--- src/rtl/xc_pkg.sv ---
package xc_pkg;
  typedef enum logic [1:0] {
    XC_MODE_NORMAL = 2'd0,
    XC_MODE_REPEAT = 2'd1,
    XC_MODE_BLOCK  = 2'd2,
    XC_MODE_ALT    = 2'd3
  } xc_mode_e;

  function automatic logic xc_is_split(xc_mode_e m);
    return (m == XC_MODE_REPEAT) || (m == XC_MODE_BLOCK);
  endfunction
endpackage

--- src/rtl/xc_rst_sync.sv ---
module xc_rst_sync #(
  parameter int STAGES = 2
) (
  input  logic clk,
  input  logic rst_n,
  output logic rst_n_o
);
  logic [STAGES-1:0] sync_q;

  always_ff @(posedge clk or negedge rst_n) begin
    if (!rst_n) sync_q <= '0;
    else        sync_q <= {sync_q[STAGES-2:0], 1'b1};
  end

  assign rst_n_o = sync_q[STAGES-1];
endmodule

--- src/rtl/xc_cra_unit.sv ---
// Count register A: full-width down-counter, or reload byte plus byte counter.
module xc_cra_unit #(
  parameter int CNT_W = 16
) (
  input  logic             clk,
  input  logic             rst_n,
  input  logic             split_i,
  input  logic             dec_i,
  input  logic             we_i,
  input  logic [CNT_W-1:0] wdata_i,
  output logic [CNT_W-1:0] cnt_o,
  output logic             wrap_o,
  output logic             last_o
);
  localparam int HALF = CNT_W / 2;

  logic [CNT_W-1:0] cnt_q, cnt_d;
  logic             cnt_en;
  logic [HALF-1:0]  hi, lo;
  logic             lo_one, full_one;

  assign hi       = cnt_q[CNT_W-1:HALF];
  assign lo       = cnt_q[HALF-1:0];
  assign lo_one   = (lo == HALF'(1));
  assign full_one = (cnt_q == CNT_W'(1));

  always_comb begin
    cnt_d = cnt_q;
    if (we_i) begin
      cnt_d = wdata_i;
    end else if (dec_i) begin
      if (split_i) cnt_d = lo_one ? {hi, hi} : {hi, lo - 1'b1};
      else         cnt_d = cnt_q - 1'b1;
    end
  end

  assign cnt_en = we_i | dec_i;

  always_ff @(posedge clk or negedge rst_n) begin
    if (!rst_n)      cnt_q <= '0;
    else if (cnt_en) cnt_q <= cnt_d;
  end

  assign cnt_o  = cnt_q;
  assign wrap_o = split_i & dec_i & lo_one;
  assign last_o = ~split_i & dec_i & full_one;
endmodule

--- src/rtl/xc_down_ctr.sv ---
module xc_down_ctr #(
  parameter int W = 16
) (
  input  logic         clk,
  input  logic         rst_n,
  input  logic         we_i,
  input  logic [W-1:0] wdata_i,
  input  logic         dec_i,
  output logic [W-1:0] cnt_o,
  output logic         last_o
);
  logic [W-1:0] cnt_q, cnt_d;
  logic         cnt_en;

  always_comb begin
    cnt_d = cnt_q;
    if (we_i)       cnt_d = wdata_i;
    else if (dec_i) cnt_d = cnt_q - 1'b1;
  end

  assign cnt_en = we_i | dec_i;

  always_ff @(posedge clk or negedge rst_n) begin
    if (!rst_n)      cnt_q <= '0;
    else if (cnt_en) cnt_q <= cnt_d;
  end

  assign cnt_o  = cnt_q;
  assign last_o = dec_i & (cnt_q == W'(1));
endmodule

--- src/rtl/xc_enable_ctl.sv ---
module xc_enable_ctl (
  input  logic clk,
  input  logic rst_n,
  input  logic sw_we_i,
  input  logic sw_d_i,
  input  logic hw_clr_i,
  output logic en_o
);
  logic en_q, en_d, upd;

  always_comb begin
    en_d = en_q;
    if (hw_clr_i)     en_d = 1'b0;
    else if (sw_we_i) en_d = sw_d_i;
  end

  assign upd = hw_clr_i | sw_we_i;

  always_ff @(posedge clk or negedge rst_n) begin
    if (!rst_n)   en_q <= 1'b0;
    else if (upd) en_q <= en_d;
  end

  assign en_o = en_q;
endmodule

--- src/rtl/xfer_count_ctrl.sv ---
module xfer_count_ctrl
  import xc_pkg::*;
#(
  parameter int CNT_W    = 16,
  parameter int RST_SYNC = 2
) (
  input  logic             clk,
  input  logic             rst_n,
  input  logic [1:0]       mode_i,
  input  logic             disable_after_i,
  input  logic             xfer_stb_i,
  input  logic             cra_we_i,
  input  logic [CNT_W-1:0] cra_wdata_i,
  input  logic             crb_we_i,
  input  logic [CNT_W-1:0] crb_wdata_i,
  input  logic             en_we_i,
  input  logic             en_wdata_i,
  output logic [CNT_W-1:0] cra_o,
  output logic [CNT_W-1:0] crb_o,
  output logic             blk_done_o,
  output logic             xfer_end_o,
  output logic             act_en_o
);
  xc_mode_e mode;
  logic     rst_sync_n;
  logic     split, is_block;
  logic     cra_wrap, cra_last, crb_dec, crb_last;
  logic     end_d, blk_d, hw_clr;
  logic     end_q, blk_q;

  assign mode     = xc_mode_e'(mode_i);
  assign split    = xc_is_split(mode);
  assign is_block = (mode == XC_MODE_BLOCK);

  xc_rst_sync #(.STAGES(RST_SYNC)) u_rst (
    .clk(clk), .rst_n(rst_n), .rst_n_o(rst_sync_n)
  );

  xc_cra_unit #(.CNT_W(CNT_W)) u_cra (
    .clk(clk), .rst_n(rst_sync_n), .split_i(split), .dec_i(xfer_stb_i),
    .we_i(cra_we_i), .wdata_i(cra_wdata_i), .cnt_o(cra_o),
    .wrap_o(cra_wrap), .last_o(cra_last)
  );

  assign crb_dec = is_block & cra_wrap;

  xc_down_ctr #(.W(CNT_W)) u_crb (
    .clk(clk), .rst_n(rst_sync_n), .we_i(crb_we_i), .wdata_i(crb_wdata_i),
    .dec_i(crb_dec), .cnt_o(crb_o), .last_o(crb_last)
  );

  assign end_d  = cra_last | crb_last;
  assign blk_d  = cra_wrap;
  assign hw_clr = xfer_stb_i & (disable_after_i | end_d);

  xc_enable_ctl u_en (
    .clk(clk), .rst_n(rst_sync_n), .sw_we_i(en_we_i), .sw_d_i(en_wdata_i),
    .hw_clr_i(hw_clr), .en_o(act_en_o)
  );

  always_ff @(posedge clk or negedge rst_sync_n) begin
    if (!rst_sync_n) begin
      end_q <= 1'b0;
      blk_q <= 1'b0;
    end else begin
      end_q <= end_d;
      blk_q <= blk_d;
    end
  end

  assign xfer_end_o = end_q;
  assign blk_done_o = blk_q;
endmodule

--- config.mk ---
export PLATFORM = sky130hd
export DESIGN_NAME = xfer_count_ctrl
export DESIGN_NICKNAME = d
export VERILOG_FILES = /design/src/rtl/xc_pkg.sv /design/src/rtl/xc_rst_sync.sv /design/src/rtl/xc_cra_unit.sv /design/src/rtl/xc_down_ctr.sv /design/src/rtl/xc_enable_ctl.sv /design/src/rtl/xfer_count_ctrl.sv
export SDC_FILE = /design/constraint.sdc
export NUM_CORES = 1
export LEC_CHECK = 0
export CORE_MARGIN = 1.5
export CORE_UTILIZATION = 46
export CTS_CLUSTER_SIZE = 8
export DETAILED_ROUTE_END_ITERATION = 10
export HOLD_SLACK_MARGIN = 0.12
export PLACE_DENSITY_LB_ADDON = 0.08
export RECOVER_POWER = 25
export SETUP_SLACK_MARGIN = 0.1
export SLEW_MARGIN = 10
export SYNTH_ARGS = -nofsm -noshare
export SYNTH_HDL_FRONTEND = slang
export SYNTH_HIERARCHICAL = 1
export SYNTH_SLANG_ARGS = --single-unit
--- constraint.sdc ---
create_clock -name clk -period 1.4 [get_ports clk]
set_input_delay 0.28 -clock clk [delete_from_list [all_inputs] [get_ports clk]]
set_output_delay 0.28 -clock clk [all_outputs]
set_load 0.1 [all_outputs]
==> impl_metrics.tcl, run 1 <==
set metrics [dict create \
    syn-num-nets 291 \
    placed_cell_area_um2 3970 \
    yosysWarnings 6 \
    worst-ep-kind "register input" \
    dp_hpwl_um 5650 \
    grt-worst-endpoint "u_crb/cnt_o[15]$_DFFE_PN0P_/D" \
    start_util_pct 47.6 \
    synth_cells 244 \
    syn_area_um2 2230 \
    synth-xor-area-share_pct 7.06 \
    synth_top_family_by_area "simple AND/OR/NAND/NOR gates" \
    synthArstFlopShare_pct 100 \
    clockBufferDepth 2 \
    synthSimpleGateAreaFrac_pct 27.0 \
    error "[ERROR DPL-0038] Utilization greater than 100%, impossible to legalize" \
    grt_max_degree 23 \
    synth.yosys.seq_area_share_pct 41.5 \
    cts-root-buf "clkbuf_8" \
    synth_edf_count 0 \
    synth_seq_cells 37 \
    synthTopCellsByArea "dfrtp_1 (41%), xor2_1 (5.9%), o21ai_0 (5.6%), nand2_1 (4.5%), nor2_1 (2.9%)" \
    die_h_um 72.7 \
    avgSynthCellArea_um2 9.15 \
    gp_congestion 0.929 \
    ios 77 \
    yosysUniqueCellTypes 49 \
    outcome "aborted with a tool error" \
    io_buffers 76 \
    cts_made_buffers 5 \
    fp.dieW_um 72.7 \
    synth_top_cell_by_area "dfrtp_1" \
    htreeDepth 2 \
    stop_stage "global routing (5_1_grt)" \
    synth_mux_area_share_pct 1.85 \
    synth_compound_area_share_pct 15.2 \
    clkSinkCount 37 \
    synthAdderAreaFrac_pct 2.80 \
    rows 25 \
    ys.flop_type "dfrtp_1" \
    synth_top_area_share_pct 41.5 \
]
==> cells by family after synthesis <==
family,count (synthesis)
flops,37
buf+inv,21
mux,4
compound gates,56
other cells,1
xor+xnor,18
simple gates,102
fa+ha+maj,5
==> what timing repair did <==
item / in CTS
gates cloned: 0
buffers inserted: 21
setup endpoints to repair: 58
gates resized for setup: 71
pin swaps: 32
hold buffers: 0
==> Yosys cell counts (all sizes together) (2+ instances only) <==
cell / number
nor2: 17
nor2b: 2
and3: 5
nand4b: 3
ha: 5
and4bb: 2
xnor2: 3
nand3b: 2
xor2: 15
nor4: 6
a31oi: 8
nand2b: 3
or4: 4
buf: 5
nand3: 9
a21oi: 7
nor4b: 3
nor3: 6
o311ai: 2
dfrtp: 37
nand2: 27
o21ai: 25
nor3b: 2
or3: 4
nand4: 4
inv: 9
clkbuf: 6
o31ai: 5
mux2i: 3
==> stage by stage <==
step	TNS [ns]	hold WS (ns)	cells	setup WS (ns)
after floorplan	-22.61	-0.0156	244	-1.13
after global placement	-30.78	0.192	433	-1.32
after detailed placement	-32.59	0.201	433	-1.41
after CTS	-18.39	0.142	454	-0.899
==> run 2, diff against run 1 <==
--- a/config.mk
+++ b/config.mk
@@ -6,13 +6,10 @@
 export NUM_CORES = 1
 export LEC_CHECK = 0
 export CORE_MARGIN = 1.5
-export CORE_UTILIZATION = 46
-export CTS_CLUSTER_SIZE = 8
+export CORE_UTILIZATION = 34
 export DETAILED_ROUTE_END_ITERATION = 10
-export HOLD_SLACK_MARGIN = 0.12
-export PLACE_DENSITY_LB_ADDON = 0.08
+export PLACE_DENSITY_LB_ADDON = 0.15
 export RECOVER_POWER = 25
-export SETUP_SLACK_MARGIN = 0.1
 export SLEW_MARGIN = 10
 export SYNTH_ARGS = -nofsm -noshare
 export SYNTH_HDL_FRONTEND = slang
==> impl_metrics.tcl, run 2 <==
set metrics [dict create \
    outcome "finished with violations" \
    violations "setup timing" \
    die_area_um2 7060 \
    start_util_pct 35.2 \
    yosys-top-cells-count "dfrtp_1 (37), nand2_1 (27), o21ai_0 (25)" \
    hold_viol 0 \
    use_met3_pct 4.85 \
    maxSlewHeadroom_pct 42.2 \
    busiest_layer "met2" \
    power.internal_mw 2.46 \
    multi_input_area_um2 1430 \
    htreeDepth 2 \
    via_per_inst 5.08 \
    grt_pass1_wl_um 12200 \
    swShare_pct 41.4 \
    syn-num-nets 291 \
    power.total_mw 4.19 \
    worstSetupPathType "register to register" \
    final_cell_mix "buf_4 (68), clkdlybuf4s50_1 (38), buf_12 (35), nand2_1 (24), dfrtp_1 (22)" \
    arrival_ns 2.51 \
    crit_chain "inv_4 -> ha_4 -> and4bb_2 -> nand2_4 -> nor2_4 -> and2_4 -> nor3b_2 -> nand2_1 -> or4_1 -> nand3_1" \
    report.final.slew_viol_count 0 \
    cts-root-buf "clkbuf_8" \
    synthTopCellsByArea "dfrtp_1 (41%), xor2_1 (5.9%), o21ai_0 (5.6%), nand2_1 (4.5%), nor2_1 (2.9%)" \
    p_sw_mw 1.74 \
    worstHoldPathType "input pin to async pin" \
    cp_max_fo 5 \
    cts_tree "yes" \
    worst_pin_slew_ns 0.867 \
    final_cells 479 \
    grt_max_degree 36 \
    placed_cell_area_um2 3960 \
    regToRegSetupSlack_ns -0.88 \
    ctsHoldBuffers 0 \
    synth.yosys.seq_area_share_pct 41.5 \
    vias 2432 \
    wl_per_cell_um 15.3 \
    clockBufferDepth 2 \
    rsz0062_at_grt "yes" \
    crit_path_top_delay_cell "dfrtp_4" \
    grtUsageTotal_pct 21.3 \
    worstPathRequired_ns 1.63 \
    fp.dieW_um 84.1 \
    yosysUniqueCellTypes 49 \
    seqPwrFrac_pct 30.3 \
    antenna_found_initial 0 \
    startpoint_type "register" \
    maxCapViolations 0 \
    synth_edf_count 0 \
    synthArstFlopShare_pct 100 \
    fp.coreArea_um2 6350 \
    avgSynthCellArea_um2 9.15 \
    yosys.cell_count.top_type "dfrtp_1" \
    comb_power_share_pct 52.3 \
    synth_cells 244 \
    clkSinkCount 37 \
    dp_hpwl_um 5280 \
    fmax_ghz 0.438 \
    die_h_um 84.1 \
    drc 0 \
    rows 29 \
    synth_seq_cells 37 \
    drt_iter0_drc 89 \
    fin_crit_sh_pct 163 \
    holdWs_ns 0.221 \
    skew_ns 0.00842 \
    cts_made_buffers 5 \
    drive_gt1_share_pct 46.5 \
    drt_first_pass_iters 4 \
    cts.clk_slew.worst_paths_ns 0.08 \
    finalCriticalPeriod_ns 2.28 \
    ys.flop_type "dfrtp_1" \
    fillers 474 \
    insertion_delay_ns 0.29 \
    ios 77 \
    synth_top_cell_by_area "dfrtp_1" \
    power_density_nw_per_um2 950 \
    clockPowerShare_pct 17.3 \
    leakage_nw 1.89 \
    final_area_um2 4410 \
    vdd_drop_max_uv 611 \
    grt_overflow_total 0 \
    areaGrowthSynthToFinish_pct 97.6 \
    syn_area_um2 2230 \
    use_met2_pct 33.9 \
    synth_top_area_share_pct 41.5 \
    layout_commonest_cell "buf_4" \
    seqCellArea_um2 960 \
    grt_use_met1_pct 28.9 \
    diodes 0 \
    cp-end-kind "register" \
    critPathMaxStageDelay_ns 0.49 \
    io_buffers 76 \
    fin_ws_ns -0.885 \
    grt_pass1_vias 2557 \
    routed_wl_um 7350 \
    setup-violations-final 35 \
    finalNetCount 448 \
    yosysWarnings 6 \
    gp_congestion 0.897 \
    ant_nets 0 \
    placedCellCount 452 \
]
==> run 2: cell counts after synthesis <==
Identical to the previous run, type by type.
==> run 2: cell families (layout without fill, tap and decap cells) <==
kind of cell             count (synthesis)  after routing  share of synthesized area [%]
AO/OA/AOI/OAI                           56             56                           15.2
buffers and inverters                   21            179                           4.43
flip-flops                              37             37                           41.5
AND/OR/NAND/NOR                        102            102                           27.0
adder cells (fa/ha/maj)                  5              5                           2.80
XOR/XNOR                                18             18                           7.06
other                                    1              1                          0.168
multiplexers                             4              4                           1.85
==> run 2: final cells by class <==
type                    instances  share of cell area [%]
multi-input cells             186                    32.5
inverters                      10                   0.964
clock inverters                 2                   0.227
well taps                      77                    2.18
repair buffers                161                    40.8
flip-flops and latches         37                    21.7
clock buffers                   6                    1.64
==> run 2: repair_timing <==
action	in CTS	in global routing
resized for setup	53	18
pin swaps	25	24
buffers inserted	19	12
endpoints found under the setup margin	35	40
==> run 2: power groups by stage <==
stage	registers [mW]	logic (mW)	clock network (mW)
after floorplan	2.05	0.353	0
after global placement	1.28	2.01	0
after CTS	1.27	2.15	0.742
final	1.27	2.19	0.727
after detailed placement	1.29	2.02	0
after global routing	1.29	2.29	0.799
==> run 2: worst max-delay path, delay by kind of cell (launching register included) <==
family,cells,cell delay (ns)
simple gates,8,1.54
flops,1,0.49
buf+inv,1,0.07
fa+ha+maj,1,0.11
==> run 2: final timing paths <==
| check | startpoint | depth (start not counted) | end |
|---|---|---|---|
| worst max-delay path | u_cra/cnt_o[1] | 10 | u_crb/cnt_o[13] |
| worst min-delay path | rst_n | 1 | u_rst/sync_q[0] |
| worst max register to register | u_cra/cnt_o[1] | 10 | u_crb/cnt_o[13] |
| worst min register to register | u_rst/sync_q[0] | 0 | u_rst/sync_q[1] |
| max in group asynchronous | u_rst/sync_q[1] | 1 | u_cra/cnt_o[7] |
| min in group clk | u_rst/sync_q[0] | 0 | u_rst/sync_q[1] |
==> run 2: metrics by stage <==
step                      setup WS, ns  utilization [%]  setup TNS [ns]
after CTS                       -0.873             67.8          -17.84
after global routing             -1.00             69.5          -22.41
final                           -0.885             69.5          -18.96
after global placement           -1.30             62.4          -30.13
after floorplan                  -1.13                -          -22.61
after detailed placement         -1.40             62.4          -32.34
==> run 2: per-layer routing <==
metal | vias to the layer above | share of wire [%]
met2 | 72 | 50
met1 | 1152 | 44
met5 | - | 0
met3 | 11 | 5.3
li1 | 1197 | -
met4 | 0 | 1.1
Note: power is estimated with default switching activity, not from simulation.
==> run 3, diff against run 2 <==
--- a/config.mk
+++ b/config.mk
@@ -7,6 +7,7 @@
 export LEC_CHECK = 0
 export CORE_MARGIN = 1.5
 export CORE_UTILIZATION = 34
+export CTS_CLUSTER_DIAMETER = 40
 export DETAILED_ROUTE_END_ITERATION = 10
 export PLACE_DENSITY_LB_ADDON = 0.15
 export RECOVER_POWER = 25
==> constraint.sdc (replaced) <==
create_clock -name clk -period 2.73 [get_ports clk]
set_input_delay 0.546 -clock clk [delete_from_list [all_inputs] [get_ports clk]]
set_output_delay 0.546 -clock clk [all_outputs]
set_load 0.1 [all_outputs]
==> impl_metrics.tcl, run 3 (synthesis gave the netlist of run 2 again) <==
set metrics [dict create \
    outcome "completed" \
    power.total_mw 1.91 \
    die_area_um2 7060 \
    start_util_pct 35.2 \
    vdd_drop_max_uv 222 \
    dp_hpwl_um 4650 \
    drive_gt1_share_pct 24.9 \
    diodes 0 \
    final_cells 411 \
    rows 29 \
    grt_overflow_total 0 \
    drt_iter0_drc 127 \
    io_buffers 76 \
    cts.clk_slew.worst_paths_ns 0.08 \
    ctsHoldBuffers 0 \
    htreeDepth 2 \
    finalCriticalPeriod_ns 2.48 \
    multi_input_area_um2 1260 \
    placedCellCount 402 \
    fmax_ghz 0.403 \
    tns_ns 0 \
    clockBufferDepth 2 \
    fin_crit_sh_pct 91.0 \
    hp-start "u_rst/sync_q[0]" \
    final_area_um2 3260 \
    crit_chain "inv_1 -> ha_1 -> and4bb_2 -> nand2_2 -> nor2_2 -> and2_4 -> nor4b_4 -> nand2_1 -> or4b_1 -> a31oi_1" \
    power_density_nw_per_um2 587 \
    grtUsageTotal_pct 18.3 \
    cts_tree "yes" \
    grt_max_degree 27 \
    gp_congestion 0.903 \
    seqCellArea_um2 943 \
    rr_startpoint "u_cra/cnt_o[1]" \
    r2r_cells 10 \
    cts-root-buf "clkbuf_8" \
    drc 0 \
    grt_pass1_wl_um 10200 \
    areaGrowthSynthToFinish_pct 45.8 \
    crit_buf_inv 1 \
    insertion_delay_ns 0.29 \
    maxCapViolations 0 \
    clkSinkCount 37 \
    path_delay_family "simple AND/OR/NAND/NOR gates" \
    critPathMaxStageDelay_ns 0.52 \
    report.final.slew_viol_count 0 \
    holdPathEnd "u_rst/sync_q[1]" \
    final_cell_mix "buf_4 (51), clkdlybuf4s50_1 (38), dfrtp_1 (29), nand2_1 (26), o21ai_0 (25)" \
    r2r-end "u_crb/cnt_o[15]" \
    leakage_nw 1.38 \
    hold_depth 0 \
    antenna_found_initial 0 \
    layout_commonest_cell "buf_4" \
    finalNetCount 380 \
    worstSetupPathType "register to register" \
    fillers 628 \
    cp_num_cells 10 \
    placed_cell_area_um2 3090 \
    setup-violations-final 0 \
    regToRegSetupSlack_ns 0.25 \
    maxSlewHeadroom_pct 36.2 \
    ios 77 \
    skew_ns 0.00685 \
    arrival_ns 2.70 \
    cp_max_fo 5 \
    worstHoldPathType "register to register" \
    via_per_inst 5.31 \
    cts_made_buffers 5 \
    wl_per_cell_um 15.4 \
    ant_nets 0 \
    cp-end-kind "register" \
    fp.coreArea_um2 6350 \
    routed_wl_um 6330 \
    vias 2181 \
    die_h_um 84.1 \
    startpoint_type "register" \
    worstPathRequired_ns 2.94 \
    fp.dieW_um 84.1 \
    drt_first_pass_iters 4 \
    grt_pass1_vias 1985 \
    worst_pin_slew_ns 0.958 \
    hold_viol 0 \
    rsz0062_at_grt "no" \
    crit_path_top_delay_cell "or4b_1" \
]
==> run 3: per-layer routing <==
metal	wire (um)	vias to the layer above	GRT usage [%]
met3	320	4	3.26
met2	2800	63	26.4
li1	-	1063	-
met4	61	0	5.81
met1	3140	1051	27.4
met5	0	-	0
==> run 3: area by class of cell <==
cell class              count  area share, %
repair buffers             93           24.6
clock buffers               7           2.65
flip-flops and latches     37           29.0
clock inverters             1          0.922
multi-input cells         186           38.7
inverters                  10           1.15
well taps                  77           2.96
==> run 3: how the worst max path moves through the flow <==
stage	end	from	slack, ns
2_1_floorplan	u_crb/cnt_o[15]	u_cra/cnt_o[1]	0.003
3_3_place_gp	u_crb/cnt_o[15]	mode_i[0]	-0.35
3_5_place_dp	u_crb/cnt_o[15]	mode_i[0]	-0.41
4_1_cts	u_crb/cnt_o[15]	mode_i[0]	0.003
5_1_grt	u_crb/cnt_o[15]	u_cra/cnt_o[1]	0.04
6_report	u_crb/cnt_o[15]	u_cra/cnt_o[1]	0.25
==> run 3: where the power goes <==
part	switching (mW)	internal [mW]
clock network	0.199	0.298
logic	0.504	0.210
registers	0.0973	0.603
total	0.801	1.11
==> run 3: worst register-to-register path: stages, from the launching register on <==
cell and delay (ns):
dfrtp_4 0.51, inv_1 0.12, ha_1 0.18, and4bb_2 0.25, nand2_2 0.06, nor2_2 0.13
and2_4 0.16, nor4b_4 0.19, nand2_1 0.14, or4b_1 0.52, a31oi_1 0.14
==> run 3: stage by stage <==
stage               setup WS, ns  hold WS [ns]  util [%]
floorplan                0.00310         0.250         -
global placement          -0.345         0.334      48.6
detailed placement        -0.411         0.343      48.6
CTS                      0.00338         0.357      50.5
global route              0.0445         0.373      51.3
finish                     0.247         0.352      51.3
==> run 3: repair_timing <==
| item | CTS | global route |
|---|---|---|
| setup endpoints to repair | 2 | 13 |
| pin swaps | 1 | 6 |
| resized for setup | 1 | 10 |
| setup buffers | 0 | 1 |
